### config.mk
export PLATFORM = sky130hd
export DESIGN_NAME = wakeup_timer_pair
export DESIGN_NICKNAME = d
export VERILOG_FILES = /design/src/rtl/wkt_pkg.sv /design/src/rtl/wkt_down_counter.sv /design/src/rtl/wkt_service.sv /design/src/rtl/wkt_regbus.sv /design/src/rtl/wakeup_timer_pair.sv
export SDC_FILE = /design/constraint.sdc
export NUM_CORES = 1
export LEC_CHECK = 0
export ABC_AREA = 0
export BUFFER_PORTS_ARGS = -buffer_cell sky130_fd_sc_hd__buf_4
export CORE_ASPECT_RATIO = 0.7
export CORE_MARGIN = 4
export CORE_UTILIZATION = 45
export CTS_CLUSTER_SIZE = 14
export DETAILED_ROUTE_END_ITERATION = 8
export PLACE_DENSITY = 0.7
export SYNTH_ARGS = -nofsm -noshare
export SYNTH_HDL_FRONTEND = slang
export SYNTH_SLANG_ARGS = --single-unit
### constraint.sdc
create_clock -name clk -period 3.5 [get_ports clk]
set_input_delay 0.35 -clock clk [delete_from_list [all_inputs] [get_ports clk]]
set_output_delay 0.35 -clock clk [all_outputs]
set_load 0.05 [all_outputs]
### src/rtl/wkt_pkg.sv
package wkt_pkg;
  // Control nibble layout, shared by both timers (bit 3 .. bit 0).
  typedef struct packed {
    logic sreq;     // sticky service request
    logic wake_en;  // wake pulse on wrap
    logic irq_en;   // NMI pulse on wrap
    logic run;      // global run, meaningful in the long timer's nibble
  } wkt_ctl_t;

  localparam int NIB_W = 4;
  localparam int SVC_TIMER_BIT = 2;
endpackage

### src/rtl/wkt_down_counter.sv
module wkt_down_counter #(
  parameter int NIBBLES = 1
) (
  input  logic                          clk,
  input  logic                          rst_n,
  input  logic                          step,
  input  logic [NIBBLES-1:0]            nib_we,
  input  logic [wkt_pkg::NIB_W-1:0]     wdata,
  output logic [NIBBLES*wkt_pkg::NIB_W-1:0] count,
  output logic                          wrap
);
  localparam int W = NIBBLES * wkt_pkg::NIB_W;

  logic [W-1:0] cnt_q, cnt_d;
  logic         any_we;

  assign any_we = |nib_we;
  assign wrap   = step && !any_we && (cnt_q == '0);
  assign count  = cnt_q;

  always_comb begin
    cnt_d = cnt_q;
    if (any_we) begin
      for (int k = 0; k < NIBBLES; k++) begin
        if (nib_we[k]) cnt_d[k*wkt_pkg::NIB_W +: wkt_pkg::NIB_W] = wdata;
      end
    end else if (step) begin
      cnt_d = cnt_q - W'(1);
    end
  end

  always_ff @(posedge clk) begin
    if (!rst_n) cnt_q <= '0;
    else        cnt_q <= cnt_d;
  end

  AST_IDLE_HOLDS: assert property (@(posedge clk) disable iff (!rst_n)
    (!step && !any_we) |=> $stable(cnt_q));

  AST_STEP_DOWN: assert property (@(posedge clk) disable iff (!rst_n)
    (step && !any_we && cnt_q != '0) |=> (cnt_q < $past(cnt_q)));

  AST_WRAP_ONES: assert property (@(posedge clk) disable iff (!rst_n)
    wrap |=> (cnt_q == '1));

  for (genvar g = 0; g < NIBBLES; g++) begin : g_nib_chk
    AST_WRITE_WINS: assert property (@(posedge clk) disable iff (!rst_n)
      nib_we[g] |=> (cnt_q[g*wkt_pkg::NIB_W +: wkt_pkg::NIB_W] == $past(wdata)));
  end
endmodule

### src/rtl/wkt_service.sv
module wkt_service
  import wkt_pkg::*;
(
  input  logic             clk,
  input  logic             rst_n,
  input  logic             we_short_ctl,
  input  logic             we_long_ctl,
  input  logic             we_svc,
  input  logic [NIB_W-1:0] wdata,
  input  logic             short_wrap,
  input  logic             long_wrap,
  output wkt_ctl_t         short_ctl,
  output wkt_ctl_t         long_ctl,
  output logic [NIB_W-1:0] svc,
  output logic             run,
  output logic             wake_pulse,
  output logic             nmi_pulse
);
  wkt_ctl_t         s_ctl_q, s_ctl_d, l_ctl_q, l_ctl_d;
  logic [NIB_W-1:0] svc_q, svc_d;
  logic             wake_q, nmi_q;
  logic             s_wake, s_irq, l_wake, l_irq, s_hit, l_hit;

  assign s_wake = short_wrap && s_ctl_q.wake_en;
  assign s_irq  = short_wrap && s_ctl_q.irq_en;
  assign l_wake = long_wrap  && l_ctl_q.wake_en;
  assign l_irq  = long_wrap  && l_ctl_q.irq_en;
  assign s_hit  = s_wake || s_irq;
  assign l_hit  = l_wake || l_irq;

  always_comb begin
    s_ctl_d = we_short_ctl ? wkt_ctl_t'(wdata) : s_ctl_q;
    l_ctl_d = we_long_ctl  ? wkt_ctl_t'(wdata) : l_ctl_q;
    svc_d   = we_svc ? wdata : svc_q;
    if (s_hit) s_ctl_d.sreq = 1'b1;
    if (l_hit) l_ctl_d.sreq = 1'b1;
    if (s_hit || l_hit) svc_d[SVC_TIMER_BIT] = 1'b1;
  end

  always_ff @(posedge clk) begin
    if (!rst_n) begin
      s_ctl_q <= '0;
      l_ctl_q <= '0;
      svc_q   <= '0;
      wake_q  <= 1'b0;
      nmi_q   <= 1'b0;
    end else begin
      s_ctl_q <= s_ctl_d;
      l_ctl_q <= l_ctl_d;
      svc_q   <= svc_d;
      wake_q  <= s_wake || l_wake;
      nmi_q   <= s_irq || l_irq;
    end
  end

  assign short_ctl  = s_ctl_q;
  assign long_ctl   = l_ctl_q;
  assign svc        = svc_q;
  assign run        = l_ctl_q.run;
  assign wake_pulse = wake_q;
  assign nmi_pulse  = nmi_q;

  AST_WAKE_FLAGGED: assert property (@(posedge clk) disable iff (!rst_n)
    wake_pulse |-> svc_q[SVC_TIMER_BIT]);

  AST_NMI_FLAGGED: assert property (@(posedge clk) disable iff (!rst_n)
    nmi_pulse |-> svc_q[SVC_TIMER_BIT]);

  AST_NO_CAUSE_NO_PULSE: assert property (@(posedge clk) disable iff (!rst_n)
    !(short_wrap || long_wrap) |=> (!wake_pulse && !nmi_pulse));

  AST_SHORT_STICKY: assert property (@(posedge clk) disable iff (!rst_n)
    (s_ctl_q.sreq && !we_short_ctl) |=> s_ctl_q.sreq);

  AST_SVC_STICKY: assert property (@(posedge clk) disable iff (!rst_n)
    (svc_q[SVC_TIMER_BIT] && !we_svc) |=> svc_q[SVC_TIMER_BIT]);
endmodule

### src/rtl/wkt_regbus.sv
module wkt_regbus
  import wkt_pkg::*;
#(
  parameter int ADDR_W       = 5,
  parameter int LONG_NIBBLES = 8,
  parameter int A_SHORT_CNT  = 0,
  parameter int A_SHORT_CTL  = 1,
  parameter int A_LONG_CTL   = 2,
  parameter int A_SVC        = 3,
  parameter int A_LONG_BASE  = 8
) (
  input  logic                            clk,
  input  logic                            rst_n,
  input  logic                            bus_wr,
  input  logic [ADDR_W-1:0]               bus_addr,
  output logic                            we_short_cnt,
  output logic                            we_short_ctl,
  output logic                            we_long_ctl,
  output logic                            we_svc,
  output logic [LONG_NIBBLES-1:0]         we_long,
  input  logic [NIB_W-1:0]                short_cnt,
  input  wkt_ctl_t                        short_ctl,
  input  wkt_ctl_t                        long_ctl,
  input  logic [NIB_W-1:0]                svc,
  input  logic [LONG_NIBBLES*NIB_W-1:0]   long_cnt,
  output logic [NIB_W-1:0]                bus_rdata
);
  logic hit_short_cnt, hit_short_ctl, hit_long_ctl, hit_svc;
  logic [LONG_NIBBLES-1:0] hit_long;

  assign hit_short_cnt = (bus_addr == ADDR_W'(A_SHORT_CNT));
  assign hit_short_ctl = (bus_addr == ADDR_W'(A_SHORT_CTL));
  assign hit_long_ctl  = (bus_addr == ADDR_W'(A_LONG_CTL));
  assign hit_svc       = (bus_addr == ADDR_W'(A_SVC));

  for (genvar g = 0; g < LONG_NIBBLES; g++) begin : g_long_dec
    assign hit_long[g] = (bus_addr == ADDR_W'(A_LONG_BASE + g));
    assign we_long[g]  = bus_wr && hit_long[g];
  end

  assign we_short_cnt = bus_wr && hit_short_cnt;
  assign we_short_ctl = bus_wr && hit_short_ctl;
  assign we_long_ctl  = bus_wr && hit_long_ctl;
  assign we_svc       = bus_wr && hit_svc;

  always_comb begin
    bus_rdata = '0;
    if (hit_short_cnt) bus_rdata = short_cnt;
    if (hit_short_ctl) bus_rdata = short_ctl;
    if (hit_long_ctl)  bus_rdata = long_ctl;
    if (hit_svc)       bus_rdata = svc;
    for (int k = 0; k < LONG_NIBBLES; k++) begin
      if (hit_long[k]) bus_rdata = long_cnt[k*NIB_W +: NIB_W];
    end
  end

  AST_ONE_TARGET: assert property (@(posedge clk) disable iff (!rst_n)
    $onehot0({we_short_cnt, we_short_ctl, we_long_ctl, we_svc, we_long}));
endmodule

### src/rtl/wakeup_timer_pair.sv
module wakeup_timer_pair
  import wkt_pkg::*;
#(
  parameter int ADDR_W       = 5,
  parameter int LONG_NIBBLES = 8,
  parameter int A_SHORT_CNT  = 0,
  parameter int A_SHORT_CTL  = 1,
  parameter int A_LONG_CTL   = 2,
  parameter int A_SVC        = 3,
  parameter int A_LONG_BASE  = 8
) (
  input  logic              clk,
  input  logic              rst_n,
  input  logic              tick_slow,
  input  logic              tick_fast,
  input  logic              bus_wr,
  input  logic [ADDR_W-1:0] bus_addr,
  input  logic [3:0]        bus_wdata,
  output logic [3:0]        bus_rdata,
  output logic              wake_pulse,
  output logic              nmi_pulse
);
  localparam int LONG_W = LONG_NIBBLES * NIB_W;

  logic                    we_short_cnt, we_short_ctl, we_long_ctl, we_svc;
  logic [LONG_NIBBLES-1:0] we_long;
  logic [NIB_W-1:0]        short_cnt, svc;
  logic [LONG_W-1:0]       long_cnt;
  wkt_ctl_t                short_ctl, long_ctl;
  logic                    run, short_wrap, long_wrap;

  wkt_regbus #(
    .ADDR_W(ADDR_W), .LONG_NIBBLES(LONG_NIBBLES),
    .A_SHORT_CNT(A_SHORT_CNT), .A_SHORT_CTL(A_SHORT_CTL),
    .A_LONG_CTL(A_LONG_CTL), .A_SVC(A_SVC), .A_LONG_BASE(A_LONG_BASE)
  ) u_bus (
    .clk(clk), .rst_n(rst_n), .bus_wr(bus_wr), .bus_addr(bus_addr),
    .we_short_cnt(we_short_cnt), .we_short_ctl(we_short_ctl),
    .we_long_ctl(we_long_ctl), .we_svc(we_svc), .we_long(we_long),
    .short_cnt(short_cnt), .short_ctl(short_ctl), .long_ctl(long_ctl),
    .svc(svc), .long_cnt(long_cnt), .bus_rdata(bus_rdata)
  );

  wkt_down_counter #(.NIBBLES(1)) u_short (
    .clk(clk), .rst_n(rst_n), .step(tick_slow && run),
    .nib_we(we_short_cnt), .wdata(bus_wdata),
    .count(short_cnt), .wrap(short_wrap)
  );

  wkt_down_counter #(.NIBBLES(LONG_NIBBLES)) u_long (
    .clk(clk), .rst_n(rst_n), .step(tick_fast && run),
    .nib_we(we_long), .wdata(bus_wdata),
    .count(long_cnt), .wrap(long_wrap)
  );

  wkt_service u_svc (
    .clk(clk), .rst_n(rst_n),
    .we_short_ctl(we_short_ctl), .we_long_ctl(we_long_ctl), .we_svc(we_svc),
    .wdata(bus_wdata), .short_wrap(short_wrap), .long_wrap(long_wrap),
    .short_ctl(short_ctl), .long_ctl(long_ctl), .svc(svc), .run(run),
    .wake_pulse(wake_pulse), .nmi_pulse(nmi_pulse)
  );

  AST_HALTED_NO_WRAP: assert property (@(posedge clk) disable iff (!rst_n)
    !run |-> (!short_wrap && !long_wrap));
endmodule

==> results of run 1 <==
-- synthesized netlist by cell type, types with 3 or more instances --
cell type                   count
sky130_fd_sc_hd__o22ai_1       14
sky130_fd_sc_hd__a21o_1         3
sky130_fd_sc_hd__a2bb2oi_1      3
sky130_fd_sc_hd__o211ai_1       4
sky130_fd_sc_hd__or4_1          5
sky130_fd_sc_hd__inv_1         11
sky130_fd_sc_hd__a32oi_1        5
sky130_fd_sc_hd__nand2_1       40
sky130_fd_sc_hd__xnor2_1        3
sky130_fd_sc_hd__dfxtp_1       50
sky130_fd_sc_hd__clkbuf_1      22
sky130_fd_sc_hd__o21bai_1       3
sky130_fd_sc_hd__buf_1          3
sky130_fd_sc_hd__and2_1         5
sky130_fd_sc_hd__o221a_2        4
sky130_fd_sc_hd__nand3_1       20
sky130_fd_sc_hd__o21ai_0       36
sky130_fd_sc_hd__mux2i_1       18
sky130_fd_sc_hd__nand2b_1       5
sky130_fd_sc_hd__ha_1           3
sky130_fd_sc_hd__or3_1         12
sky130_fd_sc_hd__nor3_1        13
sky130_fd_sc_hd__a31oi_1        8
sky130_fd_sc_hd__and3_1         4
sky130_fd_sc_hd__a211oi_1       3
sky130_fd_sc_hd__a21oi_1       42
sky130_fd_sc_hd__a22oi_1        3
sky130_fd_sc_hd__nor2b_1        6
sky130_fd_sc_hd__nor2_1        42
sky130_fd_sc_hd__nor4_1         8
sky130_fd_sc_hd__mux4_2         8
-- power by group through the flow --
stage,clock network (mW),logic (mW),registers (mW)
after CTS,0.418,0.246,0.587
after floorplan,0,0.183,0.596
after global routing,0.442,0.275,0.589
after global placement,0,0.244,0.600
final,0.417,0.254,0.588
after detailed placement,0,0.245,0.600
-- registers in the layout (all words and copies together) (netlist names) --
name and flops:
u_svc.long_ctl 3, u_svc.run 1, u_svc.wake_pulse 1, u_svc.nmi_pulse 1
u_short.count 4, u_svc.svc 4, u_svc.short_ctl 4, u_long.count 32
-- final timing paths --
| kind | startpoint | end | slack (ps) | cells after the start |
|---|---|---|---|---|
| worst min-delay path | bus_wdata[1] | u_short.count[1] | 360 | 3 |
| worst max register to register | u_long.count[0] | u_svc.wake_pulse | 760 | 7 |
| worst min register to register | u_svc.short_ctl[0] | u_svc.short_ctl[0] | 460 | 2 |
| worst max-delay path | u_long.count[0] | u_svc.wake_pulse | 760 | 7 |
-- logic make-up after synthesis --
family                   count (synthesis)  share of synthesized area, %
AO/OA/AOI/OAI                          146                          27.2
buffers and inverters                   40                          4.86
adder cells (fa/ha/maj)                  3                          1.10
flip-flops                              50                          29.3
XOR/XNOR                                 4                          1.02
AND/OR/NAND/NOR                        174                          25.7
multiplexers                            27                          10.9
-- through the flow --
step | setup WS (ps) | total power [mW]
after floorplan | 770 | 0.779
after global placement | 912 | 0.844
after detailed placement | 845 | 0.845
after CTS | 822 | 1.25
after global routing | 557 | 1.31
final | 761 | 1.26
-- layout by cell type (no fill, tap or decap), drive strengths merged, types with 8 or more instances in the layout --
| cell | n |
|---|---|
| dfxtp | 50 |
| nor3 | 13 |
| nor4 | 8 |
| nand3 | 20 |
| a21oi | 42 |
| nor2 | 42 |
| mux2i | 18 |
| buf | 25 |
| o21ai | 36 |
| inv | 12 |
| nand2 | 40 |
| or3 | 12 |
| o22ai | 14 |
| mux4 | 8 |
| a31oi | 8 |
-- per-layer routing --
layer	vias to the layer above	track usage (%)	share of wire [%]
li1	1692	-	-
met1	1671	37.0	44
met2	258	34.0	40
met3	21	6.78	14
met4	0	6.00	1.5
met5	-	0	0
-- worst max-delay path: stages (launching register included) --
cell,delay (ps)
sky130_fd_sc_hd__dfxtp_1,350
sky130_fd_sc_hd__inv_1,120
sky130_fd_sc_hd__ha_1,220
sky130_fd_sc_hd__or4b_1,610
sky130_fd_sc_hd__nor3_1,420
sky130_fd_sc_hd__nand2_1,140
sky130_fd_sc_hd__or4_1,620
sky130_fd_sc_hd__o21ai_0,200
-- final cells by class --
type	count	area (um^2)
inverter	12	45.0
sequential	50	1000
timing repair buffer	25	188
multi-input combinational	354	2260
clock buffer	5	68.8
tap	98	123
clock inverter	3	40.0
fill	717	3630
==> results_tabular.tex, run 1 <==
\begin{tabular}{lr}
\hline
Metric & Value \\
\hline
\multicolumn{2}{l}{\textbf{Timing}} \\
Setup TNS Final & 0 ps \\
RSZ-0062 raised after global routing & no \\
Period minus WS final & 2740 ps \\
Final period utilization & 78.3\% \\
Number of pins exceeding their max-slew limit in the final report & 0 \\
Normalized max-slew margin & 46.9\% \\
Fin Hold WS & 359 ps \\
Final setup fails & 0 \\
Count of endpoints failing hold in the final timing report & 0 \\
Transition at the pin with the smallest max-transition slack & 794 ps \\
Clock skew after layout & 11.0 ps \\
Maximum achievable frequency & 0.365 GHz \\
\multicolumn{2}{l}{\textbf{Placed design}} \\
Half-perimeter wire length after detailed placement & 7.83 mm \\
Number of placed instances, taps included & 539 \\
Quantity of I/O buffers inserted on ports & 19 \\
Area of placed instances & 3620 um\^{}2 \\
Final weighted congestion in routability-driven placement & 0.974 \\
\multicolumn{2}{l}{\textbf{Clocking}} \\
CTS clk-pin slew, worst paths & 100 ps \\
TritonCTS Buffers & 5 \\
Number of hold buffers added after cts & 0 \\
Skew-Pair Late Insertion Delay & 320 ps \\
Number of buffers inserted to repair setup after CTS & 0 \\
CTS Buffer Depth & 2 \\
TritonCTS clock tree & yes \\
CTS root buffer & sky130\_fd\_sc\_hd\_\_clkbuf\_8 \\
H-tree depth & 2 \\
Post-CTS sizing & 0 \\
Num Clock Sinks & 50 \\
\multicolumn{2}{l}{\textbf{Synthesis}} \\
Top\_reg\_cell synth & sky130\_fd\_sc\_hd\_\_dfxtp\_1 \\
Sequential-to-total area share from yosys stat & 29.3\% \\
Flip-flop and latch count after synthesis & 50 \\
Async set or reset register ratio after synthesis & 0\% \\
Post-Synthesis Cells & 444 \\
Synthesized Nets & 461 \\
Dominant cell type by area after synthesis & sky130\_fd\_sc\_hd\_\_dfxtp\_1 \\
Number of warnings issued by yosys & 0 \\
Area of the mapped netlist & 3420 um\^{}2 \\
Post-synth top area share & 29.3\% \\
Post-synthesis area per instance & 7.70 um\^{}2 \\
Number of distinct library cells after synthesis & 61 \\
Count of flip-flops with a built-in enable after synthesis & 0 \\
Most area-consuming cells after synthesis & sky130\_fd\_sc\_hd\_\_dfxtp\_1 29\%, sky130\_fd\_sc\_hd\_\_a21oi\_1 6.1\%, sky130\_fd\_sc\_hd\_\_mux2i\_1 5.3\%, sky130\_fd\_sc\_hd\_\_o21ai\_0 5.3\%, sky130\_fd\_sc\_hd\_\_mux4\_2 5.3\% \\
\multicolumn{2}{l}{\textbf{Pwr}} \\
Clk pwr share & 33.1\% \\
Ratio of total power to cell area & 338 nW/um\^{}2 \\
Switching power of the nets & 0.375 mW \\
Static Leak & 1.37 nW \\
Share of power burned in combinational logic & 20.2\% \\
Sequential share of power & 46.7\% \\
Sw Ratio & 29.8\% \\
Worst supply voltage drop on vdd & 0.000194 V \\
Cell-internal power & 0.884 mW \\
\multicolumn{2}{l}{\textbf{Layout}} \\
Inserted Diodes & 0 \\
Post-layout instance count excluding filler cells & 547 \\
Post-Route Utilization & 50.7\% \\
Ratio of cells with drive above 1 in the final layout & 11.8\% \\
Post-route design area & 3720 um\^{}2 \\
Net count reported at finish & 465 \\
Area growth syn-to-layout & 8.89\% \\
\multicolumn{2}{l}{\textbf{Critical path}} \\
Data required, critical path & 3740 ps \\
Endpoint kind of the worst setup timing path & flip-flop \\
CP arrival & 2980 ps \\
Kind of critical path & reg -> reg \\
CP Launch Type & flip-flop \\
Crit path max fanout & 8 \\
\multicolumn{2}{l}{\textbf{Route}} \\
DR WL/cell & 20.2 um \\
Drt first-iter violations & 563 \\
Total routed wirelength & 11.0 mm \\
Router iterations before antenna repair & 5 \\
\# DRC & 0 \\
Post-route ant nets & 0 \\
Via count of the routed design & 3642 \\
Ratio of routed vias to standard cells & 6.66 \\
\multicolumn{2}{l}{\textbf{Die}} \\
Width of the die & 112 um \\
Row count & 26 \\
Initial standard-cell utilization of the core & 46.5\% \\
Die Height & 80.9 um \\
Number of ports placed on the die boundary & 20 \\
Area enclosed by the die boundary & 9080 um\^{}2 \\
Area of the placeable core & 7350 um\^{}2 \\
\multicolumn{2}{l}{\textbf{Worst hold path}} \\
Min-Delay Path Class & in -> reg \\
\multicolumn{2}{l}{\textbf{GRT}} \\
Antenna violations before repair & 0 \\
Global-route wire length before repair & 17.6 mm \\
Overall overflow remaining after global route & 0 \\
Largest net degree at the start of global routing & 37 \\
Vias in the first global route & 3174 \\
All-Layer GR Usage & 24.5\% \\
\multicolumn{2}{l}{\textbf{Flow run}} \\
Max-cap violation count & 0 \\
\multicolumn{2}{l}{\textbf{Run status}} \\
Result of the run & finished, final reports clean \\
\hline
\end{tabular}
Power figures use the tool's default switching activity.
==> run 2, diff against run 1 <==
- PLACE_DENSITY: 0.7 -> 0.72
- clock period: 3.5 -> 2.5 ns (I/O delays scaled with it)
==> results_tabular.tex, run 2 (synthesis results as in run 1) <==
\begin{tabular}{lr}
\hline
Metric & Value \\
\hline
\multicolumn{2}{l}{\textbf{Critical path}} \\
CP arrival & 2640 ps \\
Endpoint kind of the worst setup timing path & flip-flop \\
Worst reg2reg path startpoint & u\_long.count[1] \\
FF-to-FF path depth & 7 \\
Data required, critical path & 2750 ps \\
Worst-path cell chain & inv\_1 -> ha\_1 -> or4b\_4 -> nor3\_2 -> nand2\_1 -> or4\_1 -> o21ai\_0 \\
Flop-to-flop setup slack & 100 ps \\
Kind of critical path & reg -> reg \\
Crit path max fanout & 4 \\
Delay contributed by the slowest stage of the critical path & 580 ps \\
Slowest cell on the critical path & sky130\_fd\_sc\_hd\_\_or4\_1 \\
Worst setup path startpoint & u\_long.count[1] \\
CP Launch Type & flip-flop \\
Capturing element of the worst setup path & u\_svc.wake\_pulse \\
Capture point of the worst reg-to-reg path & u\_svc.wake\_pulse \\
\multicolumn{2}{l}{\textbf{Flow run}} \\
Max-cap violation count & 0 \\
\multicolumn{2}{l}{\textbf{Pwr}} \\
Ratio of total power to cell area & 443 nW/um\^{}2 \\
Worst supply voltage drop on vdd & 0.000290 V \\
Total chip power & 1.72 mW \\
Static Leak & 1.47 nW \\
\multicolumn{2}{l}{\textbf{Timing}} \\
RSZ-0062 raised after global routing & no \\
Number of pins exceeding their max-slew limit in the final report & 0 \\
Normalized max-slew margin & 46.6\% \\
Transition at the pin with the smallest max-transition slack & 797 ps \\
Count of endpoints failing hold in the final timing report & 0 \\
Period minus WS final & 2400 ps \\
Final period utilization & 95.8\% \\
Setup TNS Final & 0 ps \\
Clock skew after layout & 10.4 ps \\
Final setup fails & 0 \\
Maximum achievable frequency & 0.417 GHz \\
\multicolumn{2}{l}{\textbf{Route}} \\
Ratio of routed vias to standard cells & 6.63 \\
Via count of the routed design & 3777 \\
Router iterations before antenna repair & 5 \\
Drt first-iter violations & 463 \\
Post-route ant nets & 0 \\
DR WL/cell & 19.9 um \\
\# DRC & 0 \\
Total routed wirelength & 11.3 mm \\
\multicolumn{2}{l}{\textbf{Die}} \\
Area enclosed by the die boundary & 9080 um\^{}2 \\
Number of ports placed on the die boundary & 20 \\
Initial standard-cell utilization of the core & 46.5\% \\
Area of the placeable core & 7350 um\^{}2 \\
Die Height & 80.9 um \\
Width of the die & 112 um \\
Row count & 26 \\
\multicolumn{2}{l}{\textbf{Layout}} \\
Ratio of cells with drive above 1 in the final layout & 16.5\% \\
Total area of sequential cells & 1000 um\^{}2 \\
Net count reported at finish & 488 \\
Filler cells & 710 \\
Inserted Diodes & 0 \\
Multi-input logic area & 2270 um\^{}2 \\
Area growth syn-to-layout & 13.7\% \\
Max reg flops & 32 \\
Most used cells in the layout excluding fill and tap cells & 50 x sky130\_fd\_sc\_hd\_\_dfxtp\_1, 48 x sky130\_fd\_sc\_hd\_\_buf\_4, 42 x sky130\_fd\_sc\_hd\_\_a21oi\_1, 42 x sky130\_fd\_sc\_hd\_\_nor2\_1, 40 x sky130\_fd\_sc\_hd\_\_nand2\_1 \\
Most common library cell in the layout ignoring fill and taps & sky130\_fd\_sc\_hd\_\_dfxtp\_1 \\
\multicolumn{2}{l}{\textbf{Clocking}} \\
H-tree depth & 2 \\
CTS Buffer Depth & 2 \\
TritonCTS Buffers & 5 \\
Number of buffers inserted to repair setup after CTS & 0 \\
Number of hold buffers added after cts & 0 \\
CTS clk-pin slew, worst paths & 110 ps \\
Num Clock Sinks & 50 \\
CTS root buffer & sky130\_fd\_sc\_hd\_\_clkbuf\_8 \\
TritonCTS clock tree & yes \\
Skew-Pair Late Insertion Delay & 320 ps \\
\multicolumn{2}{l}{\textbf{GRT}} \\
Overall overflow remaining after global route & 0 \\
Largest net degree at the start of global routing & 37 \\
Global-route wire length before repair & 18.3 mm \\
Vias in the first global route & 3518 \\
All-Layer GR Usage & 25.3\% \\
Antenna violations before repair & 0 \\
\multicolumn{2}{l}{\textbf{Run status}} \\
Result of the run & finished, final reports clean \\
\multicolumn{2}{l}{\textbf{Placed design}} \\
Quantity of I/O buffers inserted on ports & 19 \\
Final weighted congestion in routability-driven placement & 0.975 \\
Half-perimeter wire length after detailed placement & 8.23 mm \\
\multicolumn{2}{l}{\textbf{Worst hold path}} \\
Min-Delay Path Class & in -> reg \\
\hline
\end{tabular}
## run 2: where the power goes
group          total (mW)  switching [mW]  leakage, nW  internal (mW)
logic               0.393           0.235         1.02          0.159
registers           0.821          0.0147        0.403          0.807
clock network       0.508           0.306       0.0447          0.203
## run 2: how the worst min path moves through the flow
stage	endpoint	startpoint	cells after the start
after floorplan	u_svc.svc[0]	bus_wdata[0]	2
after global placement	u_svc.short_ctl[0]	u_svc.short_ctl[0]	2
after detailed placement	u_svc.short_ctl[0]	u_svc.short_ctl[0]	2
after CTS	u_svc.long_ctl[2]	bus_wdata[2]	3
after global routing	u_svc.long_ctl[2]	bus_wdata[2]	3
final	u_svc.short_ctl[2]	bus_wdata[2]	3
## run 2: metrics by stage
stage | instances | hold slack, ps | worst slack (ps) | cell area (um^2) | utilization [%]
global route | 570 | 227 | 17.3 | 3890 | 52.9
finish | 570 | 240 | 105 | 3890 | 52.9
floorplan | 444 | 397 | 94.4 | 3420 | -
detailed placement | 562 | 449 | 86.8 | 3780 | 51.4
CTS | 570 | 235 | 58.8 | 3880 | 52.7
global placement | 562 | 445 | 145 | 3780 | 51.4
## run 2: layout make-up
type                       count  share of cell area (%)
tap                           98                    3.15
sequential                    50                    25.7
inverter                      12                    1.16
multi-input combinational    354                    58.3
timing repair buffer          48                    9.26
clock inverter                 3                   0.643
clock buffer                   5                    1.77
## run 2: repair_timing
| action | 4_1_cts | 5_1_grt |
|---|---|---|
| gates resized for setup | 0 | 3 |
| endpoints found under the hold margin | 0 | 0 |
| setup endpoints to repair | 0 | 5 |
## run 2: routing by layer
layer  part of all wire, %  up-vias  global-route usage [%]
li1                      -     1730                       -
met1                    44     1808                    35.2
met2                    43      223                    39.2
met3                    12       16                    7.00
met4                   1.0        0                    6.36
met5                     0        -                       0
## run 2: worst max-delay path, delay by kind of cell, from the launching register on
kind / cells / cell delay, ps
and+or+nand+nor: 4 / 1530
buffers and inverters: 1 / 80
adders and majority gates: 1 / 200
AOI/OAI and AO/OA: 1 / 210
DFF: 1 / 320
